File: src/rtl/ptpcls_pkg.sv
// Shared types and constants for the receive PTP event classifier.
// Assumes fixed IEEE 1588 field widths; widths are still exported as
// localparams so submodules stay parameterised.
package ptpcls_pkg;
    localparam int PORT_W  = 16;
    localparam int ETYPE_W = 16;
    localparam int VER_W   = 4;
    localparam int MSG_W   = 4;
    localparam int SEL_W   = 32;

    localparam logic [ETYPE_W-1:0] ETYPE_1588 = 16'h88F7;

    typedef enum logic [1:0] {
        PCM_OFF    = 2'b00,
        PCM_V1_L4  = 2'b01,
        PCM_V2_EVT = 2'b10,
        PCM_RSVD   = 2'b11
    } ptpcls_mode_e;
endpackage

File: src/rtl/ptpcls_cfg_split.sv
// Splits the combined selector register into the event UDP port (upper
// bits) and the version 1 message type to match (lowest bits).
// Assumes SEL_W >= PORT_W + MSG_W.
module ptpcls_cfg_split #(
    parameter int SEL_W  = ptpcls_pkg::SEL_W,
    parameter int PORT_W = ptpcls_pkg::PORT_W,
    parameter int MSG_W  = ptpcls_pkg::MSG_W
) (
    input  logic [SEL_W-1:0]  sel,
    output logic [PORT_W-1:0] evt_port,
    output logic [MSG_W-1:0]  v1_type
);
    localparam int PORT_LSB = SEL_W - PORT_W;

    // Field extraction.
    always_comb begin
        evt_port = sel[SEL_W-1:PORT_LSB];
        v1_type  = sel[MSG_W-1:0];
    end
endmodule

File: src/rtl/ptpcls_transport.sv
// Decides whether the frame's transport is eligible: UDP on the event
// port, or Layer 2 through an EtherType filter that is enabled, allows
// timestamping and carries the 1588 EtherType. Purely combinational.
module ptpcls_transport #(
    parameter int PORT_W  = ptpcls_pkg::PORT_W,
    parameter int ETYPE_W = ptpcls_pkg::ETYPE_W
) (
    input  logic               is_udp,
    input  logic [PORT_W-1:0]  dport,
    input  logic [ETYPE_W-1:0] ethertype,
    input  logic [PORT_W-1:0]  evt_port,
    input  logic               etf_en,
    input  logic               etf_ts,
    input  logic [ETYPE_W-1:0] etf_type,
    output logic               l4_hit,
    output logic               l2_hit
);
    logic filt_armed;

    // Filter is usable only when enabled, stamping, and set to 1588.
    always_comb begin
        filt_armed = etf_en && etf_ts && (etf_type == ptpcls_pkg::ETYPE_1588);
    end

    // Per-transport eligibility.
    always_comb begin
        l4_hit = is_udp && (dport == evt_port);
        l2_hit = !is_udp && filt_armed && (ethertype == etf_type);
    end
endmodule

File: src/rtl/ptpcls_msg_decide.sv
// Applies the mode rules to the version and message-type fields and the
// transport verdicts. Event codes are those below EVT_LIMIT; the lookup
// mask is built by a generate loop over all message codes.
module ptpcls_msg_decide #(
    parameter int VER_W     = ptpcls_pkg::VER_W,
    parameter int MSG_W     = ptpcls_pkg::MSG_W,
    parameter int EVT_LIMIT = 8
) (
    input  logic [1:0]       mode,
    input  logic [VER_W-1:0] ver,
    input  logic [MSG_W-1:0] msg,
    input  logic [MSG_W-1:0] v1_type,
    input  logic             l4_hit,
    input  logic             l2_hit,
    output logic             hit
);
    import ptpcls_pkg::*;
    localparam int NCODES = 1 << MSG_W;

    logic [NCODES-1:0] evt_mask;

    for (genvar c = 0; c < NCODES; c++) begin : g_evt
        assign evt_mask[c] = (c < EVT_LIMIT);
    end

    logic v1_ok, v2_ok;

    // Per-mode match terms.
    always_comb begin
        v1_ok = l4_hit && (ver == VER_W'(1)) && (msg == v1_type);
        v2_ok = (l4_hit || l2_hit) && (ver == VER_W'(2)) && evt_mask[msg];
    end

    // Mode selection; off and reserved stamp nothing.
    always_comb begin
        unique case (ptpcls_mode_e'(mode))
            PCM_V1_L4:  hit = v1_ok;
            PCM_V2_EVT: hit = v2_ok;
            default:    hit = 1'b0;
        endcase
    end
endmodule

File: src/rtl/ptp_rx_event_classifier.sv
// Top of the receive PTP event classifier. Takes parsed header fields with
// a one-cycle valid pulse and issues a registered one-cycle timestamp
// request the cycle after. Assumes configuration is stable around frames.
module ptp_rx_event_classifier #(
    parameter int SEL_W   = ptpcls_pkg::SEL_W,
    parameter int PORT_W  = ptpcls_pkg::PORT_W,
    parameter int ETYPE_W = ptpcls_pkg::ETYPE_W,
    parameter int VER_W   = ptpcls_pkg::VER_W,
    parameter int MSG_W   = ptpcls_pkg::MSG_W
) (
    input  logic               clk,
    input  logic               rst_n,
    input  logic [1:0]         cfg_mode,
    input  logic [SEL_W-1:0]   cfg_msgsel,
    input  logic               cfg_etf_en,
    input  logic               cfg_etf_ts,
    input  logic [ETYPE_W-1:0] cfg_etf_type,
    input  logic               hdr_valid,
    input  logic [ETYPE_W-1:0] hdr_ethertype,
    input  logic               hdr_is_udp,
    input  logic [PORT_W-1:0]  hdr_udp_dport,
    input  logic [VER_W-1:0]   hdr_ptp_ver,
    input  logic [MSG_W-1:0]   hdr_msg_type,
    output logic               ts_req
);
    logic [PORT_W-1:0] evt_port;
    logic [MSG_W-1:0]  v1_type;
    logic              l4_hit, l2_hit, hit;

    ptpcls_cfg_split #(.SEL_W(SEL_W), .PORT_W(PORT_W), .MSG_W(MSG_W)) u_split (
        .sel(cfg_msgsel), .evt_port(evt_port), .v1_type(v1_type)
    );

    ptpcls_transport #(.PORT_W(PORT_W), .ETYPE_W(ETYPE_W)) u_tx (
        .is_udp(hdr_is_udp), .dport(hdr_udp_dport), .ethertype(hdr_ethertype),
        .evt_port(evt_port), .etf_en(cfg_etf_en), .etf_ts(cfg_etf_ts),
        .etf_type(cfg_etf_type), .l4_hit(l4_hit), .l2_hit(l2_hit)
    );

    ptpcls_msg_decide #(.VER_W(VER_W), .MSG_W(MSG_W)) u_dec (
        .mode(cfg_mode), .ver(hdr_ptp_ver), .msg(hdr_msg_type),
        .v1_type(v1_type), .l4_hit(l4_hit), .l2_hit(l2_hit), .hit(hit)
    );

    // Register the per-frame decision into a one-cycle strobe.
    always_ff @(posedge clk) begin
        if (!rst_n) ts_req <= 1'b0;
        else        ts_req <= hdr_valid && hit;
    end
endmodule

File: config.mk
export PLATFORM = sky130hd
export DESIGN_NAME = ptp_rx_event_classifier
export DESIGN_NICKNAME = d
export VERILOG_FILES = /design/src/rtl/ptpcls_pkg.sv /design/src/rtl/ptpcls_cfg_split.sv /design/src/rtl/ptpcls_transport.sv /design/src/rtl/ptpcls_msg_decide.sv /design/src/rtl/ptp_rx_event_classifier.sv
export SDC_FILE = /design/constraint.sdc
export NUM_CORES = 1
export LEC_CHECK = 0
export BUFFER_PORTS_ARGS = -buffer_cell sky130_fd_sc_hd__buf_2
export CELL_PAD_IN_SITES_DETAIL_PLACEMENT = 1
export CELL_PAD_IN_SITES_GLOBAL_PLACEMENT = 2
export CORE_AREA = 2 2 75 77
export CTS_CLUSTER_DIAMETER = 200
export DETAILED_ROUTE_END_ITERATION = 12
export DIE_AREA = 0 0 77 79
export HOLD_SLACK_MARGIN = 0.02
export PLACE_DENSITY = 0.88
export SLEW_MARGIN = 20
export SYNTH_ARGS = -nofsm -noshare
export SYNTH_HDL_FRONTEND = slang
export SYNTH_SLANG_ARGS = --single-unit
File: constraint.sdc
create_clock -name clk -period 1.2 [get_ports clk]
set_input_delay 0.12 -clock clk [delete_from_list [all_inputs] [get_ports clk]]
set_output_delay 0.12 -clock clk [all_outputs]
set_load 0.005 [all_outputs]
Yosys cells after proc, flatten, opt, wreduce, memory -nomap -nowiden
Memory sizes are Yosys's and may differ from the RTL's. Index checks and enable logic that the tools add are counted. W data, S select, Z words.

Word-level logic and storage cells: 25. Output and inout bits: 1. Register bits after elaboration: 1. Memories: 1. Memory bits (read-only): 16.

Memories: (no name shown) (words 16, width 1, rd ports 1, clocked after Yosys merged registers in 0, write ports 0, line ptpcls_msg_decide.sv:31) `v2_ok = (l4_hit || l2_hit) && (ver == VER_W'(2)) && evt_mask[msg];`.

Order comparisons: 1. Eq/ne operators: 8. Multiplexer cells: 2. Reductions and logical operators: 12.

Operators with widths (count): $eq A16 B16 Y1 (2); $eq A16 B16 Y1 const B (1); $logic_and A1 B1 Y1 (10); $lt A4 B5 Y1 const B (1); $eq A4 B1 Y1 const B (1); $eq A4 B2 Y1 const B (1); $eq A4 B4 Y1 (1); $eq A2 B1 Y1 const B (1); $eq A2 B2 Y1 const B (1); $pmux W1 S2 (1); $logic_not A1 Y1 (1); $logic_or A1 B1 Y1 (1); $mux W1 (1).

Logic depth before layout (Yosys ltp)
Depth in word-level cells: 9. Gate-level depth with buffers: 7. Gate-level depth less buffers: 7.

By module
From an unflattened synthesis, not the netlist that was laid out.

Cell total of the unflattened synthesis: 87. Area total of the unflattened synthesis: 695.7 µm².

By module, submodules not included: ptpcls_transport (instances 1, cells each 50, seq. area each 0.0 µm², area each 390.4 µm²); ptpcls_cfg_split (instances 1, cells each 20, seq. area each 0.0 µm², area each 150.1 µm²); ptpcls_msg_decide (instances 1, cells each 15, seq. area each 0.0 µm², area each 128.9 µm²); ptp_rx_event_classifier (instances 1, cells each 2, seq. area each 20.0 µm², area each 26.3 µm²).

Least setup slack after synthesis
Ideal clock, no wire load.

Kind: input to register. Start point: input cfg_mode[0]. End point: register ts_req. Required time: 1126 ps. Stages on the path: 6. Setup time: 74 ps. Slack: 160 ps. Data arrival time: 967 ps. Buffers on the path: 0. Cell sequence: inv_1 ha_1 nand3b_1 nor3_1 nand4_1 o22ai_2.

Cells in the longest elaborated chain, start to end: 3. Elaborated cells between the ends (all ways): 4. Classes of those cells: eq/ne: 2; mux: 1; reduce/logical: 1.

RTL lines: start: declaration (line ptp_rx_event_classifier.sv:13) `input logic [1:0] cfg_mode,`; $eq A2 B2 Y1 or $eq A2 B1 Y1 (tied branches) (line ptpcls_msg_decide.sv:36) `unique case (ptpcls_mode_e'(mode))`; $pmux W1 S2 (*) (line ptpcls_msg_decide.sv:36); $logic_and A1 B1 Y1 (*) (line ptp_rx_event_classifier.sv:48) `else ts_req <= hdr_valid && hit;`; end signal: assignment (line ptp_rx_event_classifier.sv:48); end: declaration (line ptp_rx_event_classifier.sv:24) `output logic ts_req`.

Mark *: on every way between the ends. The rest lies on a longest branch, timed or not. A chain may end at the register's enable or synchronous reset.

Worst setup path after layout
Same ends and word-level chain as after synthesis.

==> reports/summary.txt <==
Post-Syn Nets: 163
Hold WC Path Type: in -> reg
GRT Util Overall: 0.0704
register area: 20.0 um^2
vias post-DR: 814
multi-input logic area: 524 um^2
Data required, critical path: 1.12 ns
fin util: 0.205
DRT iter0 DRCs: 2
Setup WS post-layout: -0.0149 ns
Rows: 27
Tmin final: 1.21 ns
Least-Margin Pin Slew: 0.319 ns
Fin Setup TNS: -0.0149 ns
max_slew headroom: 0.784
Syn-to-layout area delta: 114%
antenna diode count: 0
critical path class: in -> reg
design area: 1100 um^2
hold path cells: 3
Final Wtd Congestion: 0.606
die height: 79 um
non-filler cells, final: 223
Pre-antenna DRT Iters: 2
outcome: finished, violations left
Port Buffers: 84
first-pass GRT wire length: 3550 um
Synth warnings: 0
initial antenna violation count: 0
max reg flops: 1
filler cell count: 678
mean post-synth cell area: 7.89 um^2
power per cell area: 295 nW/um^2
Core Area: 5340 um^2
Slew Limit Fails: 0
die area: 6080 um^2
Worst IR Drop VDD: 0.0000675 V
DR DRC count: 0
largest registers: ts_req (1)
I/O pin count: 97
Crit-path slowest cell: nand3b_1
CP Launch Point: cfg_mode[0]
Routed Antenna Nets: 0
RSZ-0062 raised after global routing: yes
Mapped Area: 513 um^2
max incr delay on CP: 0.22 ns
die outline width: 77 um
CP bufs+invs: 2
remaining global-route overflow: 0
Detailed Route WL: 2340 um
failing checks: setup timing
number of global-route vias before repair: 770
most frequent cells in the layout: 82 x buf_2, 25 x xor2_1, 6 x xnor2_1
Lkg Pwr: 0.535 nW
Worst EP arrival: 1.14 ns
share of the synthesized area in the top cell type: 0.427
post-synthesis cell count: 65
Startpoint Class: input pin
Reg with most FFs: ts_req
Synth area leaders: xor2_1 43%, xnor2_1 10%, nor4_1 7.3%
placed cell count: 223
CP Depth: 7
Vias/cell: 3.65
routed len/inst: 10.5 um
Initial Utilization: 0.0961
hold_sp: hdr_is_udp
final setup fails: 1
#FFs+latches synth: 1
dpl cell area: 1040 um^2
Hold Fails Final Rpt: 0
share of cells above drive strength 1: 0.616
sequential share of the synthesized area: 0.0390
Final nets: 251
fmax: 823 MHz
Synth cell types: 18
largest area contributor in the netlist: xor2_1
largest net degree at the start of global routing: 3
Crit Path Max Fanout: 2
ordered list of cells on the worst path: buf_8, inv_4, ha_4, nand3b_1, nor4_2, nand3_1, o22ai_2
Worst setup EP type: register
Max-cap violations: 0
most common cell after layout, fill and taps aside: buf_2
cell family with most CP delay: simple AND/OR/NAND/NOR gates
DP HPWL: 2190 um
Tcrit/Tclk final: 1.01
clk slew on worst S/H paths: 0 ns
## power breakdown
| group | internal, mW | switching, mW |
|---|---|---|
| Sequential | 0.0339 | 0.000000000620 |
| Clock | 0 | 0 |
| Combinational | 0.172 | 0.117 |
| Total | 0.206 | 0.117 |
## metrics by stage
stage          power (mW)  setup WS (ns)  hold WS (ns)
5_1_grt             0.357         -0.154         0.476
2_1_floorplan       0.127          0.160         0.298
3_5_place_dp        0.308         -0.180         0.466
3_3_place_gp        0.302         -0.201         0.464
4_1_cts             0.318         -0.179         0.468
6_report            0.323        -0.0149         0.456
## path summary, 6_finish.rpt
check	slack, ns	endpoint
max	-0.01	ts_req
min	0.46	ts_req
## cell type report
type,count,area share
Timing Repair Buffer,86,0.412
Inverter,2,0.00913
Tap cell,72,0.0822
Sequential cell,1,0.0183
Multi-Input combinational cell,62,0.478
## cell usage after synthesis (all sizes together)
| cell | count |
|---|---|
| xor2 | 25 |
| nor4 | 6 |
| xnor2 | 6 |
| nand4 | 5 |
| nor2 | 4 |
| nand3 | 3 |
| ha | 2 |
| inv | 2 |
| nand4b | 2 |
| nor3 | 2 |
| nor4bb | 2 |
| dfxtp | 1 |
| nand2 | 1 |
| nand3b | 1 |
| nor4b | 1 |
| o21ai | 1 |
| o22ai | 1 |
## cell families after synthesis
kind of cell	share of synthesized area
flip-flops	0.0390
XOR/XNOR	0.529
buffers and inverters	0.0146
AO/OA/AOI/OAI	0.0341
AND/OR/NAND/NOR	0.334
adder cells (fa/ha/maj)	0.0488
## worst min-delay path, stage by stage
cell and delay, ns:
buf_2 0.11, nand3_1 0.09, o22ai_2 0.08
## metal layers
layer  share of wire  track usage  up-vias
li1                -            -      409
met2            0.46        0.127       64
met5               0            0        -
met4               0            0        0
met1            0.41       0.0919      341
met3            0.12       0.0148        0
## timing repair
item / in CTS / in global routing
buffers inserted: 0 / 0
pin swaps: 4 / 5
setup endpoints to repair: 1 / 1
gates resized for setup: 5 / 6
endpoints found under the hold margin: 0 / 0
hold buffers: 0 / 0
Note: power is estimated with default switching activity, not from simulation.
